--- config.mk ---
export PLATFORM = sky130hd
export DESIGN_NAME = edge_pic
export DESIGN_NICKNAME = d
export VERILOG_FILES = /design/src/rtl/edge_pic_pkg.sv /design/src/rtl/edge_pic_capture.sv /design/src/rtl/edge_pic_arbiter.sv /design/src/rtl/edge_pic_service.sv /design/src/rtl/edge_pic.sv
export SDC_FILE = /design/constraint.sdc
export NUM_CORES = 1
export LEC_CHECK = 0
export ABC_AREA = 0
export BUFFER_PORTS_ARGS = -buffer_cell sky130_fd_sc_hd__buf_4
export CAP_MARGIN = 0
export CORE_MARGIN = 2
export CORE_UTILIZATION = 40
export CTS_BUF_LIST = sky130_fd_sc_hd__clkbuf_16
export CTS_CLUSTER_DIAMETER = 120
export DETAILED_ROUTE_END_ITERATION = 16
export GPL_TIMING_DRIVEN = 0
export PLACE_DENSITY = 0.67
export SLEW_MARGIN = 20
export SYNTH_ARGS = -nofsm -noshare
export SYNTH_HDL_FRONTEND = slang
export SYNTH_SLANG_ARGS = --single-unit
--- constraint.sdc ---
create_clock -name clk -period 5.8 [get_ports clk]
set_clock_uncertainty 0.15 [all_clocks]
set_input_delay 1.16 -clock clk [delete_from_list [all_inputs] [get_ports clk]]
set_output_delay 1.16 -clock clk [all_outputs]
set_load 0.05 [all_outputs]
--- src/rtl/edge_pic_pkg.sv ---
package edge_pic_pkg;
    localparam int N_LINES = 8;
    localparam int ID_W    = $clog2(N_LINES);
    localparam int RD_W    = 8;
    localparam int PAD_W   = RD_W - 1 - ID_W;
    localparam logic [ID_W-1:0] SPURIOUS_ID = ID_W'(N_LINES - 1);

    typedef logic [N_LINES-1:0] line_vec_t;

    typedef enum logic [1:0] {
        ACK_NONE,
        ACK_GRANT,
        ACK_SPURIOUS
    } ack_kind_t;

    typedef struct packed {
        logic            found;
        logic [ID_W-1:0] idx;
    } pick_t;

    typedef struct packed {
        logic             valid;
        logic [PAD_W-1:0] pad;
        logic [ID_W-1:0]  id;
    } ident_t;

    // lowest set index wins
    function automatic pick_t pick_first(line_vec_t v);
        pick_t p;
        p = '0;
        for (int i = N_LINES - 1; i >= 0; i--) begin
            if (v[i]) begin
                p.found = 1'b1;
                p.idx   = ID_W'(i);
            end
        end
        return p;
    endfunction

    // line i may interrupt only if no line at index <= i is in service
    function automatic line_vec_t allow_below(line_vec_t isr);
        line_vec_t a;
        logic      blocked;
        blocked = 1'b0;
        for (int i = 0; i < N_LINES; i++) begin
            blocked = blocked | isr[i];
            a[i]    = ~blocked;
        end
        return a;
    endfunction

    function automatic line_vec_t onehot(logic [ID_W-1:0] idx);
        return line_vec_t'(1) << idx;
    endfunction
endpackage

--- src/rtl/edge_pic_capture.sv ---
module edge_pic_capture
    import edge_pic_pkg::*;
(
    input  logic      clk,
    input  logic      rst,
    input  line_vec_t req_in,
    input  line_vec_t pend_clr,
    output line_vec_t pend_q,
    output line_vec_t req_q
);
    line_vec_t rise;

    assign rise = req_in & ~req_q;

    always_ff @(posedge clk) begin
        if (rst) begin
            req_q  <= '0;
            pend_q <= '0;
        end else begin
            req_q  <= req_in;
            pend_q <= (pend_q & ~pend_clr) | rise;
        end
    end

    // every sampled rising edge is pending on the next cycle
    a_r2_edge_recorded: assert property (@(posedge clk) disable iff (rst)
        (rise != '0) |=> ((pend_q & $past(rise)) == $past(rise)));

    // with no edge, no pending flag can appear
    a_r3_no_level_request: assert property (@(posedge clk) disable iff (rst)
        (rise == '0) |=> ((pend_q & ~$past(pend_q)) == '0));
endmodule

--- src/rtl/edge_pic_arbiter.sv ---
module edge_pic_arbiter
    import edge_pic_pkg::*;
(
    input  line_vec_t       req_in,
    input  line_vec_t       pend,
    input  line_vec_t       mask,
    input  line_vec_t       isr,
    input  logic            ack,
    output logic            cpu_irq,
    output ack_kind_t       kind,
    output logic [ID_W-1:0] grant_idx,
    output line_vec_t       pend_clr
);
    line_vec_t eligible;
    line_vec_t live;
    pick_t     pick_live;
    pick_t     pick_elig;

    assign eligible  = pend & ~mask & allow_below(isr);
    assign live      = eligible & req_in;
    assign pick_live = pick_first(live);
    assign pick_elig = pick_first(eligible);
    assign cpu_irq   = |eligible;

    always_comb begin
        kind      = ACK_NONE;
        grant_idx = pick_live.idx;
        pend_clr  = '0;
        if (ack) begin
            if (pick_live.found) begin
                kind     = ACK_GRANT;
                pend_clr = onehot(pick_live.idx);
            end else begin
                kind = ACK_SPURIOUS;
                if (pick_elig.found) begin
                    pend_clr = onehot(pick_elig.idx);
                end
            end
        end
    end
endmodule

--- src/rtl/edge_pic_service.sv ---
module edge_pic_service
    import edge_pic_pkg::*;
(
    input  logic            clk,
    input  logic            rst,
    input  ack_kind_t       kind,
    input  logic [ID_W-1:0] grant_idx,
    input  logic            eoi,
    input  logic            mask_we,
    input  line_vec_t       mask_wdata,
    input  logic            rd,
    output line_vec_t       isr_q,
    output line_vec_t       mask_q,
    output logic [RD_W-1:0] rd_data
);
    ident_t    ident_q;
    pick_t     top_isr;
    line_vec_t isr_set;
    line_vec_t isr_end;

    assign top_isr = pick_first(isr_q);
    assign isr_set = (kind == ACK_GRANT) ? onehot(grant_idx) : '0;
    assign isr_end = (eoi && top_isr.found) ? onehot(top_isr.idx) : '0;
    assign rd_data = rd ? RD_W'(ident_q) : '0;

    always_ff @(posedge clk) begin
        if (rst) begin
            isr_q   <= '0;
            mask_q  <= '0;
            ident_q <= '{valid: 1'b0, pad: '0, id: SPURIOUS_ID};
        end else begin
            isr_q <= (isr_q & ~isr_end) | isr_set;
            if (mask_we) begin
                mask_q <= mask_wdata;
            end
            case (kind)
                ACK_GRANT:    ident_q <= '{valid: 1'b1, pad: '0, id: grant_idx};
                ACK_SPURIOUS: ident_q <= '{valid: 1'b0, pad: '0, id: SPURIOUS_ID};
                default:      ident_q <= ident_q;
            endcase
        end
    end

    // a grant leaves the chosen line in service
    a_r4_grant_in_service: assert property (@(posedge clk) disable iff (rst)
        (kind == ACK_GRANT) |=> isr_q[$past(grant_idx)]);

    // a spurious acknowledge sets no in-service bit
    a_r6_spurious_no_isr: assert property (@(posedge clk) disable iff (rst)
        (kind == ACK_SPURIOUS) |=> ((isr_q & ~$past(isr_q)) == '0));

    // end-of-interrupt without a grant removes exactly one bit
    a_r8_eoi_single_clear: assert property (@(posedge clk) disable iff (rst)
        (eoi && kind != ACK_GRANT && isr_q != '0)
        |=> ($countones(isr_q) + 1 == $countones($past(isr_q))));
endmodule

--- src/rtl/edge_pic.sv ---
module edge_pic
    import edge_pic_pkg::*;
(
    input  logic                       clk,
    input  logic                       rst,
    input  logic [N_LINES-1:0]         req_in,
    input  logic                       mask_we,
    input  logic [N_LINES-1:0]         mask_wdata,
    input  logic                       ack,
    input  logic                       eoi,
    input  logic                       rd,
    output logic [RD_W-1:0]            rd_data,
    output logic                       cpu_irq
);
    line_vec_t       pend_q;
    line_vec_t       req_q;
    line_vec_t       pend_clr;
    line_vec_t       isr_q;
    line_vec_t       mask_q;
    ack_kind_t       kind;
    logic [ID_W-1:0] grant_idx;

    edge_pic_capture u_capture (
        .clk      (clk),
        .rst      (rst),
        .req_in   (req_in),
        .pend_clr (pend_clr),
        .pend_q   (pend_q),
        .req_q    (req_q)
    );

    edge_pic_arbiter u_arbiter (
        .req_in    (req_in),
        .pend      (pend_q),
        .mask      (mask_q),
        .isr       (isr_q),
        .ack       (ack),
        .cpu_irq   (cpu_irq),
        .kind      (kind),
        .grant_idx (grant_idx),
        .pend_clr  (pend_clr)
    );

    edge_pic_service u_service (
        .clk        (clk),
        .rst        (rst),
        .kind       (kind),
        .grant_idx  (grant_idx),
        .eoi        (eoi),
        .mask_we    (mask_we),
        .mask_wdata (mask_wdata),
        .rd         (rd),
        .isr_q      (isr_q),
        .mask_q     (mask_q),
        .rd_data    (rd_data)
    );

    // the interrupt is only raised by an unmasked pending line
    a_r9_irq_needs_unmasked: assert property (@(posedge clk) disable iff (rst)
        cpu_irq |-> ((pend_q & ~mask_q) != '0));

    // an acknowledge that grants leaves no in-service bit below it uncovered
    a_r7_grant_outranks: assert property (@(posedge clk) disable iff (rst)
        (kind == ACK_GRANT) |=> (($past(isr_q) & onehot($past(grant_idx))) == '0));

    logic unused_req_q;
    assign unused_req_q = ^req_q;
endmodule

==> reports/metrics.cfg <==
[grt]
grt_pass1_vias = 1500
grt_util_met3_pct = 3.315
grt.busiest_layer = met2
antenna_found_initial = 0
gr-usage-met2_pct = 27.68
grt_use_met1_pct = 24.12
track_usage_pct = 17.94
grt_max_degree = 13
grt_pass1_wl_um = 7238
overflow = 0

[floorplan]
die_w_um = 72.77
fp.dieH_um = 72.77
start_util_pct = 40.86
io_pins = 31
die-area_um2 = 5295
core_area_um2 = 4629
placementRows = 25

[power_and_ir_drop]
swShare_pct = 27.10
pwr_density_cell_nw_per_um2 = 311.2
seq_power_share_pct = 38.0
leakagePower_nw = 0.9626
p_switching_w = 0.0001962
pwr-share-comb_pct = 20.4
finalPower_w = 0.0007238
p_int_w = 0.0005277
max-vdd-ir-drop_v = 0.0001696
pwr-share-clk_pct = 41.6

[clock_network]
clkLatencyLatePin_ns = 0.28
cts_root_buffer = clkbuf_16
cts_resized = 0
clockBufferDepth = 2
cts_tree = yes
cts_made_buffers = 5
path_clk_slew_ns = 0.06
cts_hold_buf = 0
cts_sinks = 36
cts_setup_buffers = 0
htree_levels = 2

[worst_setup_path]
cp_top_family = simple AND/OR/NAND/NOR gates
arrival_ns = 1.93
end_kind = output pin
r2r-start = u_service.isr_q[2]
max_stage_delay_ns = 0.59
criticalPathCategory = register to output pin
reg2reg_depth = 6
cp-start-kind = register
crit_slowest_cell = or4b_1
r2r_slack_ns = 3.62
rr_endpoint = u_capture.pend_q[5]
cp_common_cell = buf_4
cp_max_fo = 10
required_ns = 4.49
crit_buf_inv = 2
worstPathCellList = buf_4 -> or4b_1 -> nand2_1 -> nor3_1 -> o21ai_0 -> buf_4

[layout]
area_growth_pct = 22.95
num_antenna_cells = 0
fin_area_um2 = 2326
num-nets-final = 272
drive_gt1_share_pct = 21.51
instances_no_fill = 305

[synthesis]
synth_seq_area_share_pct = 38.10
synth_top_area_share_pct = 38.10
ys_top_cells_by_count = dfxtp_1, nor2_1, a21oi_1
synth_ff_type = dfxtp_1
netlist_area_um2 = 1892
synthAdderAreaFrac_pct = 0
ys_async_sr_fraction_pct = 0
synth-seq-cells = 36
synth.largest_area_cell = dfxtp_1
synth.distinct_cells = 58
netlist_instances = 215
yosys_warnings = 0
syn_avg_cell_area_um2 = 8.799
synthMuxAreaShare_pct = 4.233
synth_top_family_by_area = simple AND/OR/NAND/NOR gates
synth_compound_area_share_pct = 19.97
synth.area.top_cells = dfxtp_1, a21oi_1, nor2_1
synth_xor_area_share_pct = 0
synth.most_common_cell = dfxtp_1
synth_edf_count = 0
synth-simple-area-share_pct = 32.14

[route]
drc_errors = 0
firstDrtPassIters = 4
final_antenna_net_count = 0
via_per_inst = 5.489
drt-initial-drc-count = 131
wire_per_inst_um = 14.75
vias = 1674
wl_um = 4498

[sta]
setup_viol = 0
slew_violations = 0
worst_pin_slew_ns = 0.5657
hold_viol_final = 0
holdWs_ns = 0.2865
post-route-period-util_pct = 55.93
rsz0062_at_grt = false
slew_headroom_pct = 62.20
finalCriticalPeriod_ns = 3.244
fmax_ghz = 0.3082
finalSetupTns_ns = 0

[place]
io_buffers = 25
dpl_cell_area_um2 = 2158
place_hpwl_um = 3470
place_congestion = 0.9100
dp.cells = 297

[min_path]
worstHoldEndpoint = u_capture.pend_q[5]
hold_depth = 1
min-delay-start = u_capture.req_q[5]
hp-class = register to register

[job]
maxCapViolCount = 0

[status]
outcome = finished, final reports clean

[worst max-delay path by stage]
| stage | slack, ns | to | cells past startpoint | from |
|---|---|---|---|---|
| 3_3_place_gp | 2.82 | u_capture.pend_q[5] | 7 | req_in[3] |
| 2_1_floorplan | 2.41 | cpu_irq | 3 | u_service.isr_q[0] |
| 4_1_cts | 2.54 | cpu_irq | 6 | u_service.isr_q[0] |
| 6_report | 2.56 | cpu_irq | 6 | u_service.isr_q[0] |
| 3_5_place_dp | 2.84 | u_capture.pend_q[5] | 7 | req_in[3] |
| 5_1_grt | 2.47 | cpu_irq | 6 | u_service.isr_q[0] |
[flip-flops by register name, indices dropped and copies added (netlist names)]
| name | count |
|---|---|
| u_capture.req_q | 8 |
| u_service.isr_q | 8 |
| u_capture.pend_q | 8 |
| u_service.ident_q | 4 |
| u_service.mask_q | 8 |
[area by class of cell]
| class | instances | area (µm²) |
|---|---|---|
| Clock buffer | 5 | 125.1 |
| Clock inverter | 3 | 42.54 |
| Timing Repair Buffer | 25 | 187.7 |
| Tap cell | 54 | 67.56 |
| Sequential cell | 36 | 720.7 |
| Inverter | 10 | 37.54 |
| Buffer | 10 | 63.81 |
| Multi-Input combinational cell | 162 | 1081 |
| Fill cell | 463 | 2303 |
[worst register-to-register path: stages, from the launching register on]
cell,delay (ns)
dfxtp_1,0.39
nor4_4,0.49
a22oi_1,0.18
a311oi_2,0.44
nand3_1,0.19
nand3_1,0.13
o32ai_1,0.09
[cell families (layout without fill, tap and decap cells)]
family | after synthesis | in the layout
flip-flops | 36 | 36
AND/OR/NAND/NOR | 96 | 96
AO/OA/AOI/OAI | 54 | 54
multiplexers | 8 | 8
buffers and inverters | 20 | 53
other | 1 | 4
[power by group through the flow]
stage | registers, W | logic [W] | clock network [W]
final | 0.000275 | 0.000147 | 0.000301
after global routing | 0.000277 | 0.000161 | 0.000317
after CTS | 0.000275 | 0.000147 | 0.000305
after detailed placement | 0.000280 | 0.000146 | 0
after global placement | 0.000280 | 0.000146 | 0
after floorplan | 0.000277 | 0.000109 | 0
[through the flow]
step,util (%),setup slack (ns)
after floorplan,-,2.407
after global placement,46.62,2.825
after detailed placement,46.62,2.843
after CTS,50.24,2.540
after global routing,50.24,2.474
final,50.24,2.556
[per-layer routing]
| metal | vias up | part of all wire (%) |
|---|---|---|
| li1 | 843 | - |
| met1 | 774 | 47 |
| met2 | 47 | 46 |
| met3 | 10 | 4.8 |
| met4 | 0 | 2.3 |
| met5 | - | 0 |
[cell usage in the layout, fill, tap and decap left out, types with 2 or more instances in the layout]
cell type | synthesis | final
dfxtp_1 | 36 | 36
buf_4 | 5 | 30
nor2_1 | 22 | 22
a21oi_1 | 17 | 17
nand2_1 | 12 | 12
nor2b_1 | 11 | 11
inv_1 | 10 | 10
nand2b_1 | 8 | 8
mux2i_1 | 8 | 8
o21ai_0 | 7 | 7
nand3_1 | 7 | 7
and2_1 | 6 | 6
clkbuf_16 | 0 | 5
nor3_1 | 4 | 4
a31oi_1 | 4 | 4
conb_1 | 1 | 4
nor3_2 | 3 | 3
clkbuf_1 | 3 | 3
o221ai_1 | 3 | 3
o2bb2ai_1 | 3 | 3
nor3b_1 | 2 | 2
o21a_1 | 2 | 2
or3_1 | 2 | 2
nand3b_1 | 2 | 2
nor4bb_1 | 2 | 2
a22oi_1 | 2 | 2
(Power assumes the default switching activity.)
